[config.mk]
export PLATFORM = sky130hd
export DESIGN_NAME = video_source_selector
export DESIGN_NICKNAME = d
export VERILOG_FILES = /design/src/rtl/vss_pkg.sv /design/src/rtl/vss_sync.sv /design/src/rtl/vss_timing.sv /design/src/rtl/vss_datapath.sv /design/src/rtl/video_source_selector.sv
export SDC_FILE = /design/constraint.sdc
export NUM_CORES = 1
export LEC_CHECK = 0
export ABC_CLOCK_PERIOD_IN_PS = 2400
export BUFFER_PORTS_ARGS = -buffer_cell sky130_fd_sc_hd__clkbuf_2
export CELL_PAD_IN_SITES_DETAIL_PLACEMENT = 1
export CELL_PAD_IN_SITES_GLOBAL_PLACEMENT = 1
export CORE_MARGIN = 2
export CORE_UTILIZATION = 48
export DETAILED_ROUTE_END_ITERATION = 8
export PLACE_DENSITY = 0.78
export SLEW_MARGIN = 20
export SYNTH_ARGS = -nofsm -noshare
export SYNTH_HDL_FRONTEND = slang
export SYNTH_HIERARCHICAL = 1
export SYNTH_SLANG_ARGS = --single-unit
export TNS_END_PERCENT = 50
[constraint.sdc]
create_clock -name clk -period 2.4 [get_ports clk]
set_input_delay 0.48 -clock clk [delete_from_list [all_inputs] [get_ports clk]]
set_output_delay 0.48 -clock clk [all_outputs]
set_load 0.01 [all_outputs]
[src/rtl/vss_pkg.sv]
package vss_pkg;

  typedef enum logic [1:0] {
    MODE_FIELD  = 2'b00,
    MODE_BAND   = 2'b01,
    MODE_FRAMES = 2'b10,
    MODE_COLUMN = 2'b11
  } selMode_e;

  // strobes passed from timing recovery to the selection datapath
  typedef struct packed {
    logic lineTick;   // one-cycle line-start marker event
    logic vertStart;  // one-cycle rise of the vertical indication
    logic inVert;     // vertical indication level
    logic evenStart;  // one-cycle falling edge of the field flag
  } timingStrobes_t;

endpackage

[src/rtl/vss_sync.sv]
module vss_sync #(
  parameter int WIDTH  = 1,
  parameter int STAGES = 2
) (
  input  logic             clk,
  input  logic             rstN,
  input  logic [WIDTH-1:0] asyncIn,
  output logic [WIDTH-1:0] syncOut
);

  logic [WIDTH-1:0] stageQ [STAGES];

  generate
    for (genvar s = 0; s < STAGES; s++) begin : g_stage
      always_ff @(posedge clk or negedge rstN) begin
        if (!rstN) begin
          stageQ[s] <= '0;
        end else if (s == 0) begin
          stageQ[s] <= asyncIn;
        end else begin
          stageQ[s] <= stageQ[(s > 0) ? s - 1 : 0];
        end
      end
    end
  endgenerate

  assign syncOut = stageQ[STAGES-1];

endmodule

[src/rtl/vss_timing.sv]
module vss_timing
  import vss_pkg::*;
(
  input  logic           clk,
  input  logic           rstN,
  input  logic           syncS,
  input  logic           burstS,
  input  logic           fieldS,
  output timingStrobes_t strobes
);

  logic syncD, burstD, fieldD;
  logic vert, hMark;
  logic burstFall, syncRise, markSet;

  assign burstFall = burstD & ~burstS;
  assign syncRise  = syncS & ~syncD;
  assign markSet   = syncRise & ~vert & ~hMark;

  always_ff @(posedge clk or negedge rstN) begin
    if (!rstN) begin
      syncD  <= 1'b0;
      burstD <= 1'b0;
      fieldD <= 1'b0;
    end else begin
      syncD  <= syncS;
      burstD <= burstS;
      fieldD <= fieldS;
    end
  end

  // vertical indication: sync level sampled at burst-gate fall
  always_ff @(posedge clk or negedge rstN) begin
    if (!rstN) begin
      vert <= 1'b0;
    end else if (burstFall) begin
      vert <= syncS;
    end
  end

  // line-start marker: set by sync outside vertical, cleared by burst fall
  always_ff @(posedge clk or negedge rstN) begin
    if (!rstN) begin
      hMark <= 1'b0;
    end else if (markSet) begin
      hMark <= 1'b1;
    end else if (burstFall) begin
      hMark <= 1'b0;
    end
  end

  always_comb begin
    strobes.lineTick  = markSet;
    strobes.vertStart = burstFall & syncS & ~vert;
    strobes.inVert    = vert;
    strobes.evenStart = fieldD & ~fieldS;
  end

  AST_VERT_ONLY_AT_BURST_FALL: assert property (@(posedge clk) disable iff (!rstN)
    !burstFall |=> $stable(vert));

  AST_MARK_CLEARS_AT_BURST_FALL: assert property (@(posedge clk) disable iff (!rstN)
    (burstFall && !syncRise) |=> !hMark);

endmodule

[src/rtl/vss_datapath.sv]
module vss_datapath
  import vss_pkg::*;
#(
  parameter int LINE_W     = 8,
  parameter int BAND_FIRST = 128,
  parameter int BAND_LAST  = 191,
  parameter int FRAME_N    = 4,
  parameter int COL_W      = 11,
  parameter int COL_SPLIT  = 858
) (
  input  logic           clk,
  input  logic           rstN,
  input  timingStrobes_t strobes,
  input  logic           fieldS,
  input  logic [1:0]     modeS,
  output logic           selA
);

  localparam int EVEN_W = (FRAME_N > 1) ? $clog2(FRAME_N) : 1;
  localparam logic [EVEN_W-1:0] EVEN_LAST = EVEN_W'(FRAME_N - 1);
  localparam logic [LINE_W-1:0] BAND_LO   = LINE_W'(BAND_FIRST);
  localparam logic [LINE_W-1:0] BAND_HI   = LINE_W'(BAND_LAST);
  localparam logic [COL_W-1:0]  COL_MATCH = COL_W'(COL_SPLIT);
  localparam logic [COL_W-1:0]  COL_MAX   = '1;

  selMode_e          activeMode;
  logic [LINE_W-1:0] lineCnt, lineNext;
  logic [COL_W-1:0]  colCnt;
  logic [EVEN_W-1:0] evenCnt;
  logic              frameSel;
  logic              inBand, colMatch, tickSel;

  // active mode, refreshed only at the start of a vertical interval
  always_ff @(posedge clk or negedge rstN) begin
    if (!rstN) begin
      activeMode <= MODE_FIELD;
    end else if (strobes.vertStart) begin
      activeMode <= selMode_e'(modeS);
    end
  end

  // line counter
  assign lineNext = lineCnt + 1'b1;
  always_ff @(posedge clk or negedge rstN) begin
    if (!rstN) begin
      lineCnt <= '0;
    end else if (strobes.inVert) begin
      lineCnt <= '0;
    end else if (strobes.lineTick) begin
      lineCnt <= lineNext;
    end
  end

  // column counter, saturating
  always_ff @(posedge clk or negedge rstN) begin
    if (!rstN) begin
      colCnt <= '0;
    end else if (strobes.lineTick) begin
      colCnt <= '0;
    end else if (colCnt != COL_MAX) begin
      colCnt <= colCnt + 1'b1;
    end
  end

  // even-field counter and frame choice
  always_ff @(posedge clk or negedge rstN) begin
    if (!rstN) begin
      evenCnt  <= '0;
      frameSel <= 1'b0;
    end else if (strobes.evenStart) begin
      if (evenCnt == EVEN_LAST) begin
        evenCnt  <= '0;
        frameSel <= ~frameSel;
      end else begin
        evenCnt <= evenCnt + 1'b1;
      end
    end
  end

  assign inBand   = (lineNext >= BAND_LO) && (lineNext <= BAND_HI);
  assign colMatch = (activeMode == MODE_COLUMN) && (colCnt == COL_MATCH);

  always_comb begin
    unique case (activeMode)
      MODE_FIELD:  tickSel = fieldS;
      MODE_BAND:   tickSel = inBand;
      MODE_FRAMES: tickSel = frameSel;
      default:     tickSel = 1'b1;
    endcase
  end

  // registered select, moves only at a line start or column match
  always_ff @(posedge clk or negedge rstN) begin
    if (!rstN) begin
      selA <= 1'b0;
    end else if (strobes.lineTick) begin
      selA <= tickSel;
    end else if (colMatch) begin
      selA <= 1'b0;
    end
  end

  AST_LINE_ZERO_IN_VERT: assert property (@(posedge clk) disable iff (!rstN)
    strobes.inVert |=> (lineCnt == '0));

  AST_MODE_FROZEN: assert property (@(posedge clk) disable iff (!rstN)
    !strobes.vertStart |=> $stable(activeMode));

  AST_SEL_AT_EVENTS_ONLY: assert property (@(posedge clk) disable iff (!rstN)
    !(strobes.lineTick || colMatch) |=> $stable(selA));

  AST_FIELD_FOLLOW: assert property (@(posedge clk) disable iff (!rstN)
    (activeMode == MODE_FIELD && strobes.lineTick) |=> (selA == $past(fieldS)));

  AST_BAND_RISE_IN_BAND: assert property (@(posedge clk) disable iff (!rstN)
    (activeMode == MODE_BAND && $rose(selA)) |-> (lineCnt >= BAND_LO && lineCnt <= BAND_HI));

endmodule

[src/rtl/video_source_selector.sv]
module video_source_selector
  import vss_pkg::*;
#(
  parameter int LINE_W     = 8,
  parameter int BAND_FIRST = 128,
  parameter int BAND_LAST  = 191,
  parameter int FRAME_N    = 4,
  parameter int COL_W      = 11,
  parameter int COL_SPLIT  = 858,
  parameter int SYNC_STAGES = 2
) (
  input  logic       clk,
  input  logic       rstN,
  input  logic       syncIn,
  input  logic       burstIn,
  input  logic       fieldIn,
  input  logic [1:0] modeIn,
  output logic       selA
);

  localparam int IN_W = 5;

  logic [IN_W-1:0] rawIn, syncedIn;
  timingStrobes_t  strobes;

  assign rawIn = {modeIn, fieldIn, burstIn, syncIn};

  vss_sync #(.WIDTH(IN_W), .STAGES(SYNC_STAGES)) sync_i (
    .clk     (clk),
    .rstN    (rstN),
    .asyncIn (rawIn),
    .syncOut (syncedIn)
  );

  vss_timing timing_i (
    .clk     (clk),
    .rstN    (rstN),
    .syncS   (syncedIn[0]),
    .burstS  (syncedIn[1]),
    .fieldS  (syncedIn[2]),
    .strobes (strobes)
  );

  vss_datapath #(
    .LINE_W     (LINE_W),
    .BAND_FIRST (BAND_FIRST),
    .BAND_LAST  (BAND_LAST),
    .FRAME_N    (FRAME_N),
    .COL_W      (COL_W),
    .COL_SPLIT  (COL_SPLIT)
  ) datapath_i (
    .clk     (clk),
    .rstN    (rstN),
    .strobes (strobes),
    .fieldS  (syncedIn[2]),
    .modeS   (syncedIn[4:3]),
    .selA    (selA)
  );

endmodule

==> run metrics <==
DR vias/cell 5.59; post-route ant nets 0; gpl congestion 0.863; Resized cells post-CTS 0; Seq/Total Area, Yosys 0.561; synthesis-to-finish area growth 8.76%; RSZ-0062 raised after global routing no; die area 0.00422 sq mm; synth warn 6; Clk Tree Root Cell clkbuf_8; clock latency on the worst-skew pair 0.29 ns; Clock Skews 0.00712 ns; num rows 22; relative slew slack 0.673; FF+latch count, synth 40; Setup violations, final 0; TritonCTS buffer count 5; CTS max path bufs 2; clock slew seen by the registers of the worst setup and hold paths 0.08 ns; CP required 2.62 ns; worst-margin pin slew 0.490 ns; crit start category flip-flop; die height 65.0 um; Final Net Count 173; r2r worst-path depth 4; post-synth net total 167; commonest non-fill, non-tap cell in the layout dfrtp_1; Inserted Diodes 0; pin count of the biggest net entering global routing 41; WP data arrival 1.96 ns; EDFF count, synth 0; Tot Pwr 1.76 mW; prevailing post-synth register cell dfrtp_1; CTS Sinks 40; Hold Vio Cnt, Final 0; post-synthesis cell count 156; most frequent cells in the layout dfrtp_1 (40), nor2_1 (20), nand2_1 (9); post-CTS repair timing setup buffer count 0; TritonRoute pass-1 iters 4; chip width 65.0 um; setup ws final 0.659 ns; LEAKAGE 0.851 nW; IO buf count 7; fin crit period 1.74 ns; initial drt markers 51; detailed placement HPWL 2370 um; initial antenna violation count 0; Post-synth ARST share 1.00; outcome finished, final reports clean; synthesized cell area 0.00179 sq mm; DR WL/cell 16.0 um; Max Freq 574 MHz; I/O pins 8; final period utilization 0.725; Routed WL 3370 um; CTS tree done; drt drc 0; gr ovfl total 0; Finished Core Util 0.539; Post-Place Setup Slack 0.679 ns; CP Capture Type flip-flop; Power Dens Cells 908 mW/mm^2; share of layout cells above drive strength 1 0.178; post-cts hold buffer count 0; Max Slew Vio Count 0; Core Area 0.00361 sq mm; number of max-cap violations 0; Starting Density 0.495; Setup TNS 0 ns; Peak VDD IR 453 uV; Synth cell types 40; detailed-route via count 1,179; min-delay worst type in2async; Global Route Usage Sum 0.189; critical path class reg2reg; H-tree depth 2; first-pass GRT wire length 5970 um; vias in the first global route 1,312; CP Max Fanout 11; Mean Syn Cell Area 11.4 sq um
## registers in the layout, summed over array words and instances, names as in the netlist
| register | count |
|---|---|
| sync_i/stageQ | 5 |
| datapath_i/frameSel | 1 |
| datapath_i/lineCnt | 8 |
| datapath_i/selA | 1 |
| datapath_i/colCnt | 11 |
| timing_i/fieldD | 1 |
| timing_i/vert | 1 |
| timing_i/burstD | 1 |
| timing_i/syncD | 1 |
| timing_i/hMark | 1 |
| datapath_i/evenCnt | 2 |
| datapath_i/activeMode | 2 |
| sync_i/syncOut | 5 |
## power breakdown
group / switching, mW / internal (mW) / total, mW
combinational: 0.159 / 0.146 / 0.305
sequential: 0.131 / 0.785 / 0.915
clock: 0.236 / 0.308 / 0.544
## worst max-delay path, cell delays in order (launching register included)
cell	delay (ns)
dfrtp_1	0.53
nor4b_4	0.38
nand4_1	0.23
or3_1	0.40
a21oi_1	0.14
## kinds of logic after synthesis
kind of cell,Yosys count,share of synthesized area
AND/OR/NAND/NOR,61,0.201
flip-flops,40,0.561
AO/OA/AOI/OAI,19,0.0680
buffers and inverters,14,0.0448
XOR/XNOR,10,0.0491
multiplexers,8,0.0484
adder cells (fa/ha/maj),4,0.0280
## per-layer routing
layer | vias to the layer above | global-route usage | wire length [um] | share of wire
met3 | 6 | 0.0365 | 86 | 0.026
met1 | 608 | 0.213 | 1450 | 0.43
met2 | 15 | 0.340 | 1770 | 0.52
li1 | 550 | - | - | -
met5 | - | 0 | 0 | 0
met4 | 0 | 0.0878 | 61 | 0.018
## path summary, 6_finish.rpt
| path | from | end | slack (ns) |
|---|---|---|---|
| worst max-delay path | timing_i/vert | datapath_i/lineCnt[7] | 0.66 |
| worst min-delay path | rstN | datapath_i/colCnt[5] | 0.23 |
| worst max register to register | timing_i/vert | datapath_i/lineCnt[7] | 0.66 |
| worst min register to register | sync_i/stageQ[5] | sync_i/syncOut[0] | 0.35 |
| max in group asynchronous | rstN | timing_i/syncD | 1.83 |
| min in group clk | modeIn[1] | sync_i/stageQ[9] | 0.29 |
## synthesized netlist by cell type, drive strengths merged (2+ instances only)
| cell type | n | area, sq um |
|---|---|---|
| nand4 | 4 | 31.3 |
| inv | 4 | 15.0 |
| o21ai | 4 | 20.0 |
| nor2b | 3 | 18.8 |
| mux2i | 3 | 30.0 |
| mux2 | 5 | 56.3 |
| xor2 | 6 | 52.6 |
| xnor2 | 4 | 35.0 |
| and3 | 3 | 20.0 |
| a211oi | 3 | 22.5 |
| ha | 4 | 50.1 |
| or3 | 2 | 12.5 |
| nor2 | 20 | 75.1 |
| or4 | 2 | 15.0 |
| nand3 | 7 | 40.0 |
| o31ai | 2 | 15.0 |
| nor3 | 3 | 26.3 |
| nand2 | 9 | 33.8 |
| buf | 9 | 61.3 |
| a21oi | 5 | 25.0 |
| nor3b | 2 | 15.0 |
| and4 | 2 | 18.8 |
| dfrtp | 40 | 1000 |
## through the flow
stage	instances	hold slack (ns)	instance area (sq um)
after floorplan	156	0.184	1790
after global routing	211	0.273	1940
final	211	0.233	1940
after detailed placement	203	0.337	1830
after global placement	203	0.333	1830
after CTS	211	0.246	1940
## layout make-up
type	count	area, sq um
clock buffer	5	68.8
clock inverter	3	42.5
fill	405	1660
inverter	4	15.0
multi-input combinational	102	704
sequential	40	1000
tap	48	60.1
timing repair buffer	9	50.0
No activity file was read; power rests on OpenSTA's default activity.
